`src/rtl/seq_pkg.sv`:
```
package seq_pkg;
  typedef enum logic [1:0] {K_WORD = 2'd0, K_ENTRY = 2'd1, K_HALF = 2'd2} kind_e;
  typedef enum logic [1:0] {M_FIRST = 2'd0, M_SECOND = 2'd1, M_COMP = 2'd2} mode_e;
endpackage

```
`src/rtl/seq_classify.sv`:
```
module seq_classify #(
  parameter int unsigned PW = 16,
  parameter int unsigned OPC_W = 5,
  parameter logic [OPC_W-1:0] ENTRY_OP = 5'b11110
) (
  input  logic [PW-1:0] parcel_i,
  output logic          is_entry_o,
  output logic          cont_o
);
  // MSB-first numbering: opcode lives in the top OPC_W bits
  assign is_entry_o = (parcel_i[PW-1 -: OPC_W] == ENTRY_OP);
  assign cont_o     = parcel_i[0];
endmodule

```
`src/rtl/seq_ctrl.sv`:
```
module seq_ctrl
  import seq_pkg::*;
#(
  parameter int unsigned PW = 16
) (
  input  logic          clk_i,
  input  logic          rst_ni,
  input  logic          redir_i,
  input  logic          in_valid_i,
  input  logic [PW-1:0] parcel_i,
  input  logic          is_entry_i,
  input  logic          cont_i,
  input  logic          out_ready_i,
  output logic          in_ready_o,
  output logic          out_valid_o,
  output logic [2*PW-1:0] out_data_o,
  output kind_e         out_kind_o
);
  mode_e         mode_q, mode_d;
  logic [PW-1:0] half_q, half_d;
  logic          absorb, take;

  always_comb begin
    absorb      = (mode_q == M_FIRST) && !is_entry_i;
    out_valid_o = in_valid_i && !redir_i && !absorb;
    in_ready_o  = !redir_i && (absorb || out_ready_i);
    take        = in_valid_i && in_ready_o;
    out_data_o  = {{PW{1'b0}}, parcel_i};
    out_kind_o  = K_HALF;
    case (mode_q)
      M_FIRST:  out_kind_o = K_ENTRY;
      M_SECOND: begin
        out_kind_o = K_WORD;
        out_data_o = {half_q, parcel_i};
      end
      default:  out_kind_o = K_HALF;
    endcase
    mode_d = mode_q;
    half_d = half_q;
    if (redir_i) begin
      mode_d = M_FIRST;
    end else if (take) begin
      case (mode_q)
        M_FIRST: begin
          if (is_entry_i) mode_d = M_COMP;
          else begin
            mode_d = M_SECOND;
            half_d = parcel_i;
          end
        end
        M_SECOND: mode_d = M_FIRST;
        default:  mode_d = cont_i ? M_COMP : M_FIRST;
      endcase
    end
  end

  always_ff @(posedge clk_i or negedge rst_ni) begin
    if (!rst_ni) begin
      mode_q <= M_FIRST;
      half_q <= '0;
    end else begin
      mode_q <= mode_d;
      half_q <= half_d;
    end
  end

  a_r8_mode_held: assert property (@(posedge clk_i) disable iff (!rst_ni)
    (out_valid_o && !out_ready_i) |=> (mode_q == $past(mode_q)));
  a_r9_redir_normal: assert property (@(posedge clk_i) disable iff (!rst_ni)
    redir_i |=> (mode_q == M_FIRST));
  a_r3_entry_enters: assert property (@(posedge clk_i) disable iff (!rst_ni)
    (out_valid_o && out_ready_i && out_kind_o == K_ENTRY) |=> (mode_q == M_COMP));
  a_r5_exit_normal: assert property (@(posedge clk_i) disable iff (!rst_ni)
    (out_valid_o && out_ready_i && out_kind_o == K_HALF && !parcel_i[0]) |=> (mode_q == M_FIRST));
endmodule

```
`src/rtl/seq_addr.sv`:
```
module seq_addr #(
  parameter int unsigned AW = 32,
  parameter logic [AW-1:0] RESET_ADDR = '0
) (
  input  logic          clk_i,
  input  logic          rst_ni,
  input  logic          redir_i,
  input  logic [AW-1:0] redir_addr_i,
  input  logic          fire_i,
  input  logic          wide_i,
  output logic [AW-1:0] addr_o
);
  localparam logic [AW-1:0] STEP_W = AW'(4);
  localparam logic [AW-1:0] STEP_H = AW'(2);

  always_ff @(posedge clk_i or negedge rst_ni) begin
    if (!rst_ni)      addr_o <= RESET_ADDR;
    else if (redir_i) addr_o <= redir_addr_i;
    else if (fire_i)  addr_o <= addr_o + (wide_i ? STEP_W : STEP_H);
  end

  a_r9_addr_load: assert property (@(posedge clk_i) disable iff (!rst_ni)
    redir_i |=> (addr_o == $past(redir_addr_i)));
  a_r6_addr_still: assert property (@(posedge clk_i) disable iff (!rst_ni)
    (!redir_i && !fire_i) |=> $stable(addr_o));
endmodule

```
`src/rtl/parcel_sequencer.sv`:
```
module parcel_sequencer
  import seq_pkg::*;
#(
  parameter int unsigned PW = 16,
  parameter int unsigned OPC_W = 5,
  parameter int unsigned AW = 32,
  parameter logic [OPC_W-1:0] ENTRY_OP = 5'b11110,
  parameter logic [AW-1:0] RESET_ADDR = '0
) (
  input  logic            clk_i,
  input  logic            rst_ni,
  input  logic            in_valid_i,
  input  logic [PW-1:0]   in_data_i,
  output logic            in_ready_o,
  input  logic            redir_i,
  input  logic [AW-1:0]   redir_addr_i,
  output logic            out_valid_o,
  input  logic            out_ready_i,
  output logic [2*PW-1:0] out_data_o,
  output logic [1:0]      out_kind_o,
  output logic [AW-1:0]   out_addr_o
);
  logic  is_entry, cont, fire;
  kind_e kind;

  seq_classify #(.PW(PW), .OPC_W(OPC_W), .ENTRY_OP(ENTRY_OP)) u_cls (
    .parcel_i(in_data_i), .is_entry_o(is_entry), .cont_o(cont)
  );

  seq_ctrl #(.PW(PW)) u_ctrl (
    .clk_i, .rst_ni, .redir_i, .in_valid_i,
    .parcel_i(in_data_i), .is_entry_i(is_entry), .cont_i(cont),
    .out_ready_i, .in_ready_o, .out_valid_o, .out_data_o,
    .out_kind_o(kind)
  );

  assign fire       = out_valid_o && out_ready_i;
  assign out_kind_o = kind;

  seq_addr #(.AW(AW), .RESET_ADDR(RESET_ADDR)) u_addr (
    .clk_i, .rst_ni, .redir_i, .redir_addr_i,
    .fire_i(fire), .wide_i(kind == K_WORD), .addr_o(out_addr_o)
  );

  a_r8_no_take_on_stall: assert property (@(posedge clk_i) disable iff (!rst_ni)
    (out_valid_o && !out_ready_i) |-> !in_ready_o);
  a_r8_addr_held: assert property (@(posedge clk_i) disable iff (!rst_ni)
    (out_valid_o && !out_ready_i && !redir_i) |=> $stable(out_addr_o));
endmodule

```
`config.mk`:
```
export PLATFORM = sky130hd
export DESIGN_NAME = parcel_sequencer
export DESIGN_NICKNAME = d
export VERILOG_FILES = /design/src/rtl/seq_pkg.sv /design/src/rtl/seq_classify.sv /design/src/rtl/seq_ctrl.sv /design/src/rtl/seq_addr.sv /design/src/rtl/parcel_sequencer.sv
export SDC_FILE = /design/constraint.sdc
export NUM_CORES = 1
export LEC_CHECK = 0
export ABC_CLOCK_PERIOD_IN_PS = 3010
export BUFFER_PORTS_ARGS = -buffer_cell sky130_fd_sc_hd__clkbuf_2
export CAP_MARGIN = 20
export CORE_MARGIN = 2
export CORE_UTILIZATION = 50
export CTS_BUF_LIST = sky130_fd_sc_hd__clkbuf_4
export DETAILED_ROUTE_END_ITERATION = 10
export PLACE_DENSITY = 0.82
export SKIP_LAST_GASP = 1
export SYNTH_ARGS = -nofsm -noshare
export SYNTH_HDL_FRONTEND = slang
export SYNTH_SLANG_ARGS = --single-unit
export TNS_END_PERCENT = 10
```
`constraint.sdc`:
```
create_clock -name clk_i -period 3.01 [get_ports clk_i]
set_input_delay 0.1505 -clock clk_i [delete_from_list [all_inputs] [get_ports clk_i]]
set_output_delay 0.1505 -clock clk_i [all_outputs]
set_load 0.03 [all_outputs]
```
==> results of run 1 <==
==> worst min path at each step <==
| stage | startpoint | end |
|---|---|---|
| finish | redir_addr_i[24] | u_addr.addr_o[24] |
| global placement | rst_ni | u_addr.addr_o[28] |
| detailed placement | rst_ni | u_addr.addr_o[28] |
| CTS | redir_addr_i[8] | u_addr.addr_o[8] |
| global route | redir_addr_i[27] | u_addr.addr_o[27] |
| floorplan | rst_ni | u_addr.addr_o[0] |
==> state kept, by name, summed over array words and instances (netlist names) <==
register / count
u_ctrl.mode_q: 2
u_addr.addr_o: 32
u_ctrl.half_q: 16
==> power by group <==
group | leakage [µW] | internal, µW | total (µW) | switching (µW)
clock network | 0.0000331 | 97.4 | 310 | 212
logic | 0.00114 | 195 | 503 | 308
registers | 0.000598 | 756 | 831 | 74.8
==> worst min-delay path, stage by stage <==
cell	delay, ns
sky130_fd_sc_hd__clkbuf_2	0.07
sky130_fd_sc_hd__nand2_1	0.04
sky130_fd_sc_hd__o21ai_0	0.07
==> stage by stage <==
stage | area [µm²] | util, % | std cells
finish | 3730 | 67.7 | 487
detailed placement | 3400 | 61.8 | 452
floorplan | 2850 | - | 284
CTS | 3700 | 67.1 | 484
global route | 3730 | 67.7 | 487
global placement | 3400 | 61.8 | 452
==> cells in the final DEF, fill, tap and decap left out, drive strengths merged, types with 2 or more instances in the layout <==
master and instances:
a31oi 2, and2 18, and3 3, and4 2, buf 4, clkbuf 126, clkinv 2, dfrtp 50
dlygate4sd3 27, ha 2, inv 7, mux2 25, mux2i 2, nand2 31, nand3 9, nand4 22
nand4b 3, nor2 12, nor2b 2, nor3 2, nor3b 2, nor4 2, o21ai 24, or3 2
xnor2 9, xor2 18
==> metal layers <==
layer	global-route usage, %	wire length (µm)	vias to the layer above
met5	0	0	-
met4	7.59	136	0
met3	4.30	395	15
met2	41.2	3800	94
met1	29.2	2950	1276
li1	-	-	1236
==> layout make-up <==
class                   count  area, µm²  area share, %
clock buffers               6       45.0           1.21
clock inverters             2       8.76          0.235
inverters                   7       26.3          0.705
multi-input cells         199       1400           37.7
flip-flops and latches     50       1250           33.6
well taps                  72       90.1           2.42
repair buffers            151        901           24.2
==> kinds of logic after synthesis <==
family          Yosys count  share of synthesized area, %
compound gates           31                          6.59
xor+xnor                 27                          8.30
fa+ha+maj                 3                          1.58
buf+inv                  35                          6.81
flops                    50                          43.9
mux                      27                          10.6
simple gates            111                          22.2
==> results.md, run 1 <==
Setup path:
- Data on the critical path arrives at its endpoint at approximately 3.0 ns.
- STA classifies the critical path startpoint as a register.
- The master of the slowest instance on the critical path is sky130_fd_sc_hd__nor2_1.
- The maximum fanout along the worst path is 11.
- The worst reg-to-reg setup slack is approximately 0.29 ns.
- The largest single stage delay on the critical path is 0.62 ns.
- The worst path required time is 3.31 ns.
- The worst reg2reg path depth is 9.
- The start-to-end type of the worst setup path is register to register.
- The most critical setup path has its endpoint at u_addr.addr_o[29].
- The startpoint of the most critical setup path is u_ctrl.mode_q[0].
- The critical path runs through a total of 9 cells.
- The worst register-to-register path begins at u_ctrl.mode_q[0].
- Traced cell by cell, the critical path runs through nor2b_1, inv_1, ha_1, fa_1, nand2_1, nor2_1, nand4_1, or3_1, a31oi_1.
- In this run the critical register-to-register path is captured at u_addr.addr_o[29].
- The dominant delay contributor by cell family on the critical path is simple AND/OR/NAND/NOR gates.
- The category of the worst setup path capture point is a register.
- The worst path buffer plus inverter count is 1.

Place:
- Timing analysis after detailed placement gives a worst setup slack of 0.320 ns.
- Summed over all nets, the half-perimeter wirelength after detailed placement is 5170 µm.
- Input and output buffers added on the ports amount to between 100 and 150.
- Routability-driven placement finished with a final weighted congestion of roughly 0.84.

Hold path:
- The number of cells traversed by the worst hold path is 3.
- The worst hold path belongs to the class input port to register.

STA:
- For the finished layout, the period the worst path requires is between 2 and 3 ns.
- The slew at the pin closest to its max-slew limit is approximately 0.8 ns.
- The total count of max-transition violations in the final report is 0.
- The hold violation count in the final report is 0.
- The final setup violation count is 0.
- Setup total negative slack on the finished layout was measured at 0 ns.
- The post-route worst hold slack is ~0.0043 ns.
- The clock skew after layout is around 0.014 ns.
- Setup repair after global routing left no endpoint under its margin.
- The final critical path takes up 90.4% of the cycle.
- The worst setup slack after layout is between 0.2 and 0.3 ns.
- Measured against its own limit, the worst slew margin works out to a little under half.
- The timing-limited maximum frequency is between 300 and 400 MHz.

Die:
- The die boundary width is roughly 80 µm.
- The total die area is 0.00632 mm².
- For this configuration, the core starts out at a cell density of between 50% and 60%.
- After floorplanning, the core was sized to cover 0.00551 mm².
- The total I/O pin count is approximately 120.
- The cell row count is 27.
- The vertical die dimension is between 70 and 80 µm.

Global routing:
- The total routing resource utilization after global routing is 23.5%.
- The via count of the first global-routing pass is 2493.
- The initial antenna violation count is 0.
- Entering global routing, the biggest net connects 48 pins.
- The global-route wire length before repair is about 12000 µm.
- After global routing the overflow that remains totals 0.

Finish:
- The antenna diode count is 0.
- The layout filler cell count is ~420.
- The layout cell share with drive strength beyond 1 is 37.6%.
- The final-stage net count is between 400 and 500.
- Relative to the synthesized area, the layout overhead comes to 30.8%.

Logic synthesis:
- The number of flip-flops and latches in the synthesized netlist is 50.
- The number of unique standard cell types used by synthesis is 40.
- The commonest cells after synthesis are sky130_fd_sc_hd__dfrtp_1, sky130_fd_sc_hd__nand2_1, sky130_fd_sc_hd__nand4_1, sky130_fd_sc_hd__o21ai_0.
- Yosys mapped a number of flops with a built-in enable equal to 0.
- Among all flip-flop cells after synthesis, the most frequent one is sky130_fd_sc_hd__dfrtp_1.
- Among all cell types in the netlist, the one instantiated most often is sky130_fd_sc_hd__dfrtp_1.
- The gate count of the mapped netlist is between 200 and 300.
- During synthesis, Yosys emitted a total of 0 warnings.
- Of all cell types, the one taking the most synthesized area is sky130_fd_sc_hd__dfrtp_1.
- Counting flops with an async set or reset pin after synthesis yields a share of 100%.
- After synthesis, flip-flops and latches occupy 43.9% of the total area.
- The cell area that synthesis handed to floorplanning was 0.00285 mm².
- In the post-synthesis netlist, the biggest area contributors are sky130_fd_sc_hd__dfrtp_1, sky130_fd_sc_hd__mux2_2, sky130_fd_sc_hd__xor2_1.
- The net count after synthesis is 340.
- The average footprint of a synthesized cell is 10.0 µm².
- Summed over its instances, the top area cell type makes up between 40% and 50% of the synthesized netlist area.

Detailed routing:
- The number of antenna-violating nets in the routed design is 0.
- The wire length after detailed routing is between 7000 and 8000 µm.
- Dividing the detail-routed via count by the number of cells gives ~5.4.
- Before antenna repair, the detailed router went through 4 iterations.
- The detailed router finished its first iteration with approximately 100 violations.
- In the final routed layout, each cell accounts on average for 15.0 µm.
- The detailed router placed around 2600 vias in this run.
- The count of unresolved DRC violations after routing is 0.

Power and ir drop:
- Dividing total power by cell area gives a power density of between 400 and 500 mW/mm².
- The total power of the final layout is ~1600 µW.
- The analysis attributes to cell leakage a power of 0.00177 µW.
- The peak supply drop is around 0.00027 V.

Clocking:
- The number of buffers inserted by hold repair at cts is 24.
- CTS saw 50 sinks.
- The CTS clock-pin slew for the worst setup and hold paths is between 0.1 and 0.15 ns.
- TritonCTS built the clock tree.
- The maximum buffer depth of the clock tree is 2.
- The number of setup buffers added after CTS is 0.
- Clock tree synthesis selected as its root buffer the cell sky130_fd_sc_hd__clkbuf_4.
- TritonCTS created 5 clock buffers.
- The later-pin clock latency in the skew report is between 0.3 and 0.4 ns.
- The H-tree depth reported by CTS is 2.
- Once the clock tree was built, the resizer swapped 0 gates to a different size.

Run:
- The max-cap check violation count is 0.

Outcome:
- The flow ran to the end, and the final reports show no timing, DRC or antenna violations.
Power figures use the tool's default switching activity.
==> run 2: changes to the inputs <==
--- a/config.mk
+++ b/config.mk
@@ -8,11 +8,12 @@
 export ABC_CLOCK_PERIOD_IN_PS = 3010
 export BUFFER_PORTS_ARGS = -buffer_cell sky130_fd_sc_hd__clkbuf_2
 export CAP_MARGIN = 20
+export CORE_ASPECT_RATIO = 0.5
 export CORE_MARGIN = 2
 export CORE_UTILIZATION = 50
 export CTS_BUF_LIST = sky130_fd_sc_hd__clkbuf_4
 export DETAILED_ROUTE_END_ITERATION = 10
-export PLACE_DENSITY = 0.82
+export PLACE_DENSITY_LB_ADDON = 0.15
 export SKIP_LAST_GASP = 1
 export SYNTH_ARGS = -nofsm -noshare
 export SYNTH_HDL_FRONTEND = slang
==> constraint.sdc (replaced) <==
create_clock -name clk_i -period 3.01 [get_ports clk_i]
set_input_delay 0.602 -clock clk_i [delete_from_list [all_inputs] [get_ports clk_i]]
set_output_delay 0.602 -clock clk_i [all_outputs]
set_load 0.03 [all_outputs]
==> results.md, run 2 (synthesis gave the netlist of run 1 again) <==
Power and ir drop:
- In this run the static leakage power is about 0.0017 µW.
- Power spread over the standard cell area amounts to ~460 mW/mm².
- Across the VDD grid, the largest voltage drop is roughly 0.00021 V.

Detailed routing:
- The number of design-rule violations left by the first detailed-router iteration is 105.
- The number of antenna-violating nets in the routed design is 0.
- The wire length after detailed routing is around 6600 µm.
- Using the TritonRoute via totals, the vias-per-cell ratio works out to approximately 5.2.
- The number of vias after detailed routing is between 2000 and 2500.
- The number of optimization iterations in the first detailed-route pass is 4.
- After detailed routing, the average wire length per cell comes to 14.2 µm.
- In the routed design, unresolved DRC markers number 0.

Place:
- At the end of routability-driven placement, the weighted congestion stood at around 0.83.
- The post-detailed-placement half-perimeter wirelength is 5010 µm.
- The count of buffers inserted at the top-level ports is 120.

Setup path:
- The dominant delay contributor by cell family on the critical path is simple AND/OR/NAND/NOR gates.
- Of all nets on the critical path, the largest fanout is 4.
- Walking the worst path, the cells encountered are clkbuf_2, and3b_2, a311oi_2, nor2_1, nor2_1, clkbuf_2.
- The master of the slowest instance on the critical path is sky130_fd_sc_hd__a311oi_2.
- The category of the worst setup path capture point is an output port.
- The start-to-end type of the worst setup path is input port to output port.
- Data arrives at the worst endpoint at approximately 1.8 ns.
- STA classifies the critical path startpoint as an input port.
- On the worst path, the slowest cell contributes a delay of approximately 0.42 ns.
- Counting both buffers and inverters, the worst setup path holds a total of 2.
- Data on the critical path is required at its endpoint by roughly 2.4 ns.
- In this run the critical register-to-register path is launched from u_ctrl.mode_q[0].
- Tracing the worst setup path back leads to its startpoint at in_data_i[13].

Die:
- The floorplan has 19 rows.
- In this run the standard cell core region covers between 0.005 and 0.006 mm².
- The vertical die dimension is 57.4 µm.
- The starting utilization of the core area is about 52%.
- The total die area is 0.00635 mm².
- The total I/O pin count is 121.
- The floorplan step set the die width to 111 µm.

STA:
- Based on the critical path, the design can be clocked at up to just over 400 MHz.
- The slew at the pin closest to its max-slew limit is about 0.8 ns.
- The total count of max-transition violations in the final report was 0.
- The post-route worst hold slack is between 0.2 and 0.25 ns.
- The max-slew headroom at the worst pin is 45.2%.
- After routing, the total negative slack on setup checks comes to 0 ns.
- The share of the clock period used by the worst path is just over 80%.
- The smallest clock period supported by the final layout is computed as around 2.4 ns.
- The hold violation count in the final report is 0.
- Setup violations remaining at the end of the flow were counted as 0.
- The clock skew after layout is between 0.008 and 0.009 ns.
- Setup repair after global routing left no endpoint under its margin.

Finish:
- The register with the most flip-flops in the layout has 32 of them.
- Ranked by flip-flop count, first place goes to u_addr.addr_o.
- The commonest non-fill, non-tap cell in the layout is sky130_fd_sc_hd__clkbuf_2.
- The layout has roughly 500 filler cells.
- Of the cells placed in the final design, the portion with a size suffix greater than 1 is around two fifths.
- The library cells used most frequently in the layout, excluding fill and tap cells, are sky130_fd_sc_hd__clkbuf_2, sky130_fd_sc_hd__dfrtp_1, sky130_fd_sc_hd__nand2_1, sky130_fd_sc_hd__nand4_1, sky130_fd_sc_hd__o21ai_0.
- After the last flow step, the layout net total stands at 447.
- The largest registers in the layout are u_addr.addr_o x32, u_ctrl.half_q x16, u_ctrl.mode_q x2.
- The layout overhead on the synthesized area is 22.4%.
- The antenna diode count is 0.

Clocking:
- At the later pin of the worst-skew pair, clock insertion delay measures between 0.3 and 0.4 ns.
- Post-CTS timing repair inserted 0 buffers for setup.
- The cell at the root of the clock tree is sky130_fd_sc_hd__clkbuf_4.
- The number of buffers created by CTS is 5.
- Counting along the longest clock path gives a buffer depth of 2.
- CTS built an H-tree with a depth of 2.
- In this run, post-CTS hold repair placed 0 buffers.
- The clock net sink count is 50.
- The post-cts repair resize count is 0.
- The TritonCTS clock tree is built.
- The CTS clock-pin slew for the worst setup and hold paths is 0.14 ns.

Global routing:
- The via count of the first global-routing pass was approximately 2300.
- The total congestion overflow after global routing is 0.
- The total routing resource utilization after global routing is around a fifth.
- The first global-routing pass estimated approximately 11000 µm of wire.
- The largest net degree at the start of global routing is 44.
- The initial antenna violation count is 0.

Outcome:
- The flow ran to the end, and the final reports show no timing, DRC or antenna violations.

Hold path:
- The type of the worst min-delay path is input port to async pin.

Run:
- The max-cap check violation count is 0.
## run 2: cell types whose count changed in the layout (fill, tap and decap cells not counted)
cell                            delta
sky130_fd_sc_hd__dlygate4sd3_1    -27
sky130_fd_sc_hd__buf_4             +4
sky130_fd_sc_hd__clkbuf_4          +1
sky130_fd_sc_hd__clkinv_1          -1
sky130_fd_sc_hd__clkinv_2          -1
## run 2: report_power, final
part | internal, µW | switching (µW) | total [µW]
clock network | 107 | 208 | 314
logic | 175 | 300 | 475
registers | 756 | 71.2 | 827
## run 2: cell type report
class / instances / area (µm²) / share of cell area (%)
tap: 73 / 91.3 / 2.62
multi-input combinational: 199 / 1400 / 40.3
sequential: 50 / 1250 / 35.9
clock buffer: 7 / 52.6 / 1.51
timing repair buffer: 128 / 661 / 19.0
inverter: 7 / 26.3 / 0.754
## run 2: worst paths after layout
kind / cells past startpoint / slack (ns) / end
max: 6 / 0.57 / in_ready_o
min: 1 / 0.24 / u_addr.addr_o[16]
max reg2reg: 10 / 0.58 / u_addr.addr_o[11]
min reg2reg: 1 / 0.50 / u_ctrl.half_q[0]
max in group asynchronous: 2 / 2.08 / u_ctrl.half_q[13]
min in group clk_i: 3 / 0.44 / u_addr.addr_o[30]
## run 2: worst reg2reg max path, stage by stage, from the launching register on
cell and delay [ns]:
sky130_fd_sc_hd__dfrtp_1 0.45, sky130_fd_sc_hd__nor2b_1 0.35, sky130_fd_sc_hd__inv_1 0.09, sky130_fd_sc_hd__ha_1 0.22, sky130_fd_sc_hd__fa_1 0.41, sky130_fd_sc_hd__nand2_1 0.11
sky130_fd_sc_hd__nor2_1 0.10, sky130_fd_sc_hd__buf_4 0.19, sky130_fd_sc_hd__nand4_1 0.10, sky130_fd_sc_hd__xnor2_1 0.06, sky130_fd_sc_hd__mux2_2 0.25
## run 2: layer usage
metal / up-vias / global-route usage [%] / wire, µm
met2: 92 / 35.8 / 3150
met3: 10 / 5.74 / 450
met1: 1123 / 27.9 / 2930
met5: - / 0 / 0
li1: 1197 / - / -
met4: 0 / 6.43 / 58
## run 2: metrics by stage
| step | cell area, µm² | total power [µW] | util, % | setup WS [ns] | instances |
|---|---|---|---|---|---|
| 5_1_grt | 3490 | 1700 | 63.5 | 0.390 | 464 |
| 3_5_place_dp | 3430 | 1320 | 62.5 | 0.550 | 457 |
| 6_report | 3490 | 1620 | 63.5 | 0.573 | 464 |
| 3_3_place_gp | 3430 | 1300 | 62.5 | 0.572 | 457 |
| 2_1_floorplan | 2850 | 1160 | - | 0.471 | 284 |
| 4_1_cts | 3490 | 1630 | 63.5 | 0.569 | 464 |
